### src/rtl/wkt_pkg.sv
// Shared definitions for the wakeup countdown timer.
// Assumes the control byte layout below is fixed software contract.
package wkt_pkg;

    localparam int NUM_SRC = 4;
    localparam int SEL_W   = 2;
    localparam int CTRL_W  = 4;

    // Register addresses seen on the write port
    typedef enum logic [1:0] {
        REG_PRE_LO = 2'd0,
        REG_PRE_HI = 2'd1,
        REG_CTRL   = 2'd2,
        REG_FLAG   = 2'd3
    } reg_addr_e;

    // Tick source codes held in the control byte
    typedef enum logic [SEL_W-1:0] {
        SRC_4096 = 2'd0,
        SRC_64   = 2'd1,
        SRC_1HZ  = 2'd2,
        SRC_MIN  = 2'd3
    } src_sel_e;

    // Control byte bits 3:0: {irq_en, src[1:0], run}
    typedef struct packed {
        logic     irq_en;
        src_sel_e src;
        logic     run;
    } ctrl_t;

endpackage

### src/rtl/wkt_regs.sv
// Register file of the wakeup timer: preset bytes, control and sticky flag.
// Assumes PRESET_W is exactly two DATA_W bytes and DATA_W >= CTRL_W.
module wkt_regs
    import wkt_pkg::*;
#(
    parameter int DATA_W   = 8,
    parameter int PRESET_W = 16
) (
    input  logic                clk,
    input  logic                rst_n,
    input  logic                wr_en,
    input  logic [1:0]          wr_addr,
    input  logic [DATA_W-1:0]   wr_data,
    input  logic                expire,
    output logic [PRESET_W-1:0] preset,
    output ctrl_t               ctrl,
    output logic                flag
);

    localparam int NBYTES = PRESET_W / DATA_W;

    // One byte lane per preset address
    for (genvar b = 0; b < NBYTES; b++) begin : g_pre
        localparam logic [1:0] BYTE_ADDR = 2'(b);
        logic [DATA_W-1:0] byte_q;

        // Capture a preset byte on a write to its address
        always_ff @(posedge clk) begin
            if (!rst_n) begin
                byte_q <= '0;
            end else if (wr_en && (wr_addr == BYTE_ADDR)) begin
                byte_q <= wr_data;
            end
        end

        assign preset[b*DATA_W +: DATA_W] = byte_q;
    end

    // Capture the control byte
    always_ff @(posedge clk) begin
        if (!rst_n) begin
            ctrl <= '0;
        end else if (wr_en && (wr_addr == REG_CTRL)) begin
            ctrl <= ctrl_t'(wr_data[CTRL_W-1:0]);
        end
    end

    // Sticky flag: expiry sets, a zero written to bit 0 clears, set wins
    always_ff @(posedge clk) begin
        if (!rst_n) begin
            flag <= 1'b0;
        end else if (expire) begin
            flag <= 1'b1;
        end else if (wr_en && (wr_addr == REG_FLAG) && !wr_data[0]) begin
            flag <= 1'b0;
        end
    end

endmodule

### src/rtl/wkt_src_sel.sv
// Picks one tick strobe out of NUM_SRC by a binary select.
// Assumes each strobe is high for a single clock cycle.
module wkt_src_sel #(
    parameter int NSRC = 4,
    parameter int SW   = 2
) (
    input  logic [NSRC-1:0] ticks,
    input  logic [SW-1:0]   sel,
    output logic            src_tick
);

    logic [NSRC-1:0] hit;

    // Qualify each strobe by its select code
    for (genvar i = 0; i < NSRC; i++) begin : g_hit
        assign hit[i] = ticks[i] && (sel == SW'(i));
    end

    assign src_tick = |hit;

endmodule

### src/rtl/wkt_counter.sv
// Periodic down-counter with load-on-first-tick and registered expiry.
// Assumes src_tick is a one-cycle strobe; a zero preset never expires.
module wkt_counter #(
    parameter int PRESET_W = 16
) (
    input  logic                clk,
    input  logic                rst_n,
    input  logic                run,
    input  logic                src_tick,
    input  logic [PRESET_W-1:0] preset,
    output logic                expire
);

    localparam logic [PRESET_W-1:0] ONE = PRESET_W'(1);

    logic [PRESET_W-1:0] count;
    logic                loaded;
    logic                hit_one;

    assign hit_one = run && loaded && src_tick && (count == ONE);

    // Load on the first tick after run, then count down and reload
    always_ff @(posedge clk) begin
        if (!rst_n) begin
            count  <= '0;
            loaded <= 1'b0;
        end else if (!run) begin
            count  <= '0;
            loaded <= 1'b0;
        end else if (src_tick) begin
            if (!loaded || hit_one) begin
                count  <= preset;
                loaded <= 1'b1;
            end else if (count != '0) begin
                count <= count - ONE;
            end
        end
    end

    // Register the expiry event for a short downstream path
    always_ff @(posedge clk) begin
        if (!rst_n) begin
            expire <= 1'b0;
        end else begin
            expire <= hit_one;
        end
    end

endmodule

### src/rtl/wkt_pulse.sv
// Fixed-width active-low interrupt pulse, retriggered by each event.
// Assumes PULSE_CYC >= 1; dropping irq_en cancels the pulse at once.
module wkt_pulse #(
    parameter int PULSE_CYC = 8
) (
    input  logic clk,
    input  logic rst_n,
    input  logic trigger,
    input  logic irq_en,
    output logic irq_n
);

    localparam int CNT_W = $clog2(PULSE_CYC + 1);
    localparam logic [CNT_W-1:0] LEN = CNT_W'(PULSE_CYC);

    logic [CNT_W-1:0] remain;

    // Count down the remaining low cycles of the pulse
    always_ff @(posedge clk) begin
        if (!rst_n) begin
            remain <= '0;
        end else if (!irq_en) begin
            remain <= '0;
        end else if (trigger) begin
            remain <= LEN;
        end else if (remain != '0) begin
            remain <= remain - CNT_W'(1);
        end
    end

    assign irq_n = (remain == '0) || !irq_en;

endmodule

### src/rtl/wakeup_timer.sv
// Top of the wakeup countdown timer: registers, source select, counter, pulse.
// Assumes tick inputs are synchronous one-cycle strobes from the prescaler.
module wakeup_timer
    import wkt_pkg::*;
#(
    parameter int DATA_W    = 8,
    parameter int PRESET_W  = 16,
    parameter int PULSE_CYC = 8
) (
    input  logic              clk,
    input  logic              rst_n,
    input  logic              tick_4096,
    input  logic              tick_64,
    input  logic              tick_1hz,
    input  logic              tick_min,
    input  logic              wr_en,
    input  logic [1:0]        wr_addr,
    input  logic [DATA_W-1:0] wr_data,
    output logic              timer_flag,
    output logic              irq_n
);

    logic [PRESET_W-1:0] preset_w;
    ctrl_t               ctrl_w;
    logic                expire_w;
    logic                src_tick_w;
    logic                run_w;
    logic                ie_w;
    logic [NUM_SRC-1:0]  tick_vec;

    assign tick_vec = {tick_min, tick_1hz, tick_64, tick_4096};
    assign run_w    = ctrl_w.run;
    assign ie_w     = ctrl_w.irq_en;

    wkt_regs #(.DATA_W(DATA_W), .PRESET_W(PRESET_W)) u_regs (
        .clk     (clk),
        .rst_n   (rst_n),
        .wr_en   (wr_en),
        .wr_addr (wr_addr),
        .wr_data (wr_data),
        .expire  (expire_w),
        .preset  (preset_w),
        .ctrl    (ctrl_w),
        .flag    (timer_flag)
    );

    wkt_src_sel #(.NSRC(NUM_SRC), .SW(SEL_W)) u_sel (
        .ticks    (tick_vec),
        .sel      (ctrl_w.src),
        .src_tick (src_tick_w)
    );

    wkt_counter #(.PRESET_W(PRESET_W)) u_cnt (
        .clk      (clk),
        .rst_n    (rst_n),
        .run      (run_w),
        .src_tick (src_tick_w),
        .preset   (preset_w),
        .expire   (expire_w)
    );

    wkt_pulse #(.PULSE_CYC(PULSE_CYC)) u_pulse (
        .clk     (clk),
        .rst_n   (rst_n),
        .trigger (expire_w),
        .irq_en  (ie_w),
        .irq_n   (irq_n)
    );

endmodule

### config.mk
export PLATFORM = sky130hd
export DESIGN_NAME = wakeup_timer
export DESIGN_NICKNAME = d
export VERILOG_FILES = /design/src/rtl/wkt_pkg.sv /design/src/rtl/wkt_regs.sv /design/src/rtl/wkt_src_sel.sv /design/src/rtl/wkt_counter.sv /design/src/rtl/wkt_pulse.sv /design/src/rtl/wakeup_timer.sv
export SDC_FILE = /design/constraint.sdc
export NUM_CORES = 1
export LEC_CHECK = 0
export BUFFER_PORTS_ARGS = -buffer_cell sky130_fd_sc_hd__buf_2
export CAP_MARGIN = 15
export CORE_ASPECT_RATIO = 1.1
export CORE_MARGIN = 3
export CORE_UTILIZATION = 45
export CTS_CLUSTER_DIAMETER = 200
export CTS_CLUSTER_SIZE = 12
export DETAILED_ROUTE_END_ITERATION = 10
export GPL_TIMING_DRIVEN = 0
export PLACE_DENSITY_LB_ADDON = 0.15
export SYNTH_ARGS = -nofsm -noshare
export SYNTH_HDL_FRONTEND = slang
export SYNTH_SLANG_ARGS = --single-unit
### constraint.sdc
create_clock -name clk -period 4.7 [get_ports clk]
set_clock_uncertainty 0.1 [all_clocks]
set_input_delay 0 -clock clk [delete_from_list [all_inputs] [get_ports clk]]
set_output_delay 0 -clock clk [all_outputs]
set_load 0.05 [all_outputs]
==> impl_metrics.py <==
metrics = {
    "setup_path": {
        "cp-end-kind": "register",
        "rrSetupSlack_ns": 2.23,
        "worstSetupPathType": "reg -> reg",
        "critical_path.max_stage_delay_ns": 0.53,
        "path_cells": "inv_1 -> ha_1 -> nor3b_2 -> nand3_2 -> o41ai_4 -> buf_6 -> a21oi_1 -> o22ai_1",
        "cpMaxStageDelayCell": "o41ai_4",
        "cp-start-kind": "register",
        "r2r.worst_path.cells": 8,
        "crit_buf_inv": 2,
        "crit_path_max_fanout": 10,
        "arrival_ns": 2.59,
        "cp.depth": 8,
        "crit_family": "compound AO/OA/AOI/OAI gates",
        "r2r_start": "u_cnt.count[0]",
        "required_ns": 4.83,
        "regToRegEndpoint": "u_cnt.count[2]",
    },
    "logic_synthesis": {
        "ys_ff_latch": 43,
        "yosysUniqueCellTypes": 54,
        "yosysWarnings": 0,
        "syn_area_sq_mm": 0.002302,
        "seq_area_frac_synth_pct": 37.39,
        "synth_area_per_cell_sq_um": 8.958,
        "synth_edf_count": 0,
        "ys_async_sr_fraction_pct": 0,
        "synth_nets": 278,
        "synthCells": 257,
        "synth_ff_type": "dfxtp_1",
    },
    "sta": {
        "rsz0062_at_grt": "false",
        "maxSlewViolCount": 0,
        "hold_viol_final": 0,
        "min_period_ns": 2.467,
        "tightest_slew_ns": 0.7008,
        "finalCritPeriodShare_pct": 52.49,
        "fmax_ghz": 0.4053,
        "setup_viol": 0,
        "fin_setup_tns_ns": 0,
        "max_slew_margin_pct": 52.85,
        "hold_slack_ns": 0.2894,
    },
    "die": {
        "core-area_sq_mm": 0.004782,
        "dieArea_sq_mm": 0.006011,
        "fp.dieW_microns": 74.20,
        "dieHeight_microns": 81.02,
        "rows": 26,
        "pin_count": 19,
        "initial_core_util_pct": 48.14,
    },
    "global_route": {
        "grt_pass1_wl_microns": 9542,
        "track_usage_pct": 20.92,
        "overflow": 0,
        "grt_max_degree": 14,
        "grt_pass1_vias": 1928,
        "antenna_found_initial": 0,
    },
    "drt": {
        "drt_pass1_iterations": 4,
        "wire_per_inst_microns": 16.22,
        "routed_via_density": 5.614,
        "vias": 1965,
        "drt-total-wl_microns": 5676,
        "antenna_left": 0,
        "drc_errors": 0,
        "first_iter_violations": 173,
    },
    "clock_network": {
        "cts_buffer_depth": 2,
        "numClockSinks": 43,
        "root_buffer": "clkbuf_8",
        "clk_latency_ns": 0.30,
        "postCtsSetupBuffers": 0,
        "path_clk_slew_ns": 0.08,
        "numCtsBuffers": 5,
        "h-tree-depth": 2,
        "cts_tree": "built",
    },
    "layout": {
        "layout-drive-gt1-share_pct": 15.31,
        "diodes": 0,
        "fin_area_sq_mm": 0.002689,
        "multi_input_area_sq_mm": 0.001335,
        "fin_nets": 315,
        "fill_cells": 434,
        "final_cell_mix": "dfxtp_1 (43), mux2i_1 (27), nand2_1 (23)",
        "syn_to_final_growth_pct": 16.79,
        "final_util_pct": 56.23,
        "seq_area_sq_um": 860.8,
        "final_common_cell": "dfxtp_1",
    },
    "hold_path": {
        "hold_path_end": "u_cnt.count[8]",
        "worstHoldStart": "tick_4096",
        "hold_path_depth": 4,
        "hold_class": "in -> reg",
    },
    "placed_design": {
        "gp_congestion": 0.8399,
        "placedInstanceArea_sq_mm": 0.002462,
        "hpwl_microns": 4064,
        "io_buffer_count": 18,
    },
    "pwr": {
        "power.density_mw_per_mm2": 273.5,
        "vdd_drop_max_v": 0.0002041,
        "p_leak_uw": 0.001058,
        "report.power.total_uw": 735.3,
    },
    "flow_run": {
        "cap_violations": 0,
    },
    "run_status": {
        "status": "completed",
    },
}
[timing repair]
item	in CTS	in global routing
hold buffers	12	0
gates resized for setup	0	0
endpoints found under the hold margin	23	0
[metal layers]
metal	wire, microns	vias to the layer above	global-route usage (%)	share of wire (%)
met5	0	-	0	0
met4	170	0	10.14	3.0
met3	163	12	2.970	2.9
met2	2608	48	33.95	46
met1	2734	902	26.99	48
li1	-	1003	-	-
[state kept, by name (all words and copies together), names as in the netlist]
register / flops
u_cnt.count: 16
u_pulse.remain: 4
u_cnt.expire: 1
u_cnt.loaded: 1
u_regs.flag: 1
u_regs.ctrl: 4
u_regs.g_pre.byte_q: 16
[synthesized netlist by cell type, drive strengths merged, types with 2 or more instances]
cell type,n,area (sq um)
ha,4,50.05
or2,2,12.51
nand2,24,97.59
clkbuf,5,18.77
a31oi,2,18.77
nor3b,3,27.52
nor3,7,46.30
or3,3,18.77
dfxtp,43,860.8
a211oi,3,22.52
nand3,7,45.04
xnor2,2,17.52
and2,2,12.51
inv,12,45.04
o22ai,10,62.56
nor2,17,63.81
nor4,4,46.29
nand3b,2,15.01
mux2i,27,270.3
o32ai,2,17.52
a21oi,20,100.1
nand4,3,18.77
a221oi,2,23.77
nor2b,22,137.6
buf,6,42.53
o21ai,8,43.79
[where the power goes]
part           internal (uW)  switching (uW)
Sequential               370            4.65
Combinational           35.2            37.9
Clock                    155             132
Total                    561             174
[how the worst max path moves through the flow]
stage / startpoint / end / slack, ns
global route: u_cnt.count[0] / u_cnt.count[2] / 2.00
floorplan: u_cnt.count[0] / u_cnt.count[12] / 2.65
detailed placement: u_cnt.count[0] / u_cnt.count[2] / 2.29
finish: u_cnt.count[0] / u_cnt.count[2] / 2.23
global placement: u_cnt.count[0] / u_cnt.count[2] / 2.26
CTS: u_cnt.count[0] / u_cnt.count[2] / 2.25
[through the flow]
step	std cells	worst slack, ns
floorplan	257	2.649
global placement	331	2.262
detailed placement	331	2.286
CTS	350	2.251
global route	350	2.001
finish	350	2.233
[tightest hold or removal path: cells and delay by family]
| kind | cells | cell delay (ns) |
|---|---|---|
| buf+inv | 1 | 0.08 |
| compound gates | 2 | 0.22 |
| mux | 1 | 0.34 |
[logic make-up after synthesis]
family | count (synthesis) | synth area share, %
AND/OR/NAND/NOR | 100 | 24.95
multiplexers | 28 | 12.72
AO/OA/AOI/OAI | 57 | 17.39
XOR/XNOR | 2 | 0.7610
adder cells (fa/ha/maj) | 4 | 2.174
flip-flops | 43 | 37.39
buffers and inverters | 23 | 4.619
[layout make-up]
class	instances	area share, %
Inverter	12	1.675
Buffer	11	2.280
Tap cell	56	2.606
Clock buffer	5	2.559
Timing Repair Buffer	30	7.818
Sequential cell	43	32.01
Multi-Input combinational cell	191	49.65
Clock inverter	2	1.396
Note: power is estimated with default switching activity, not from simulation.
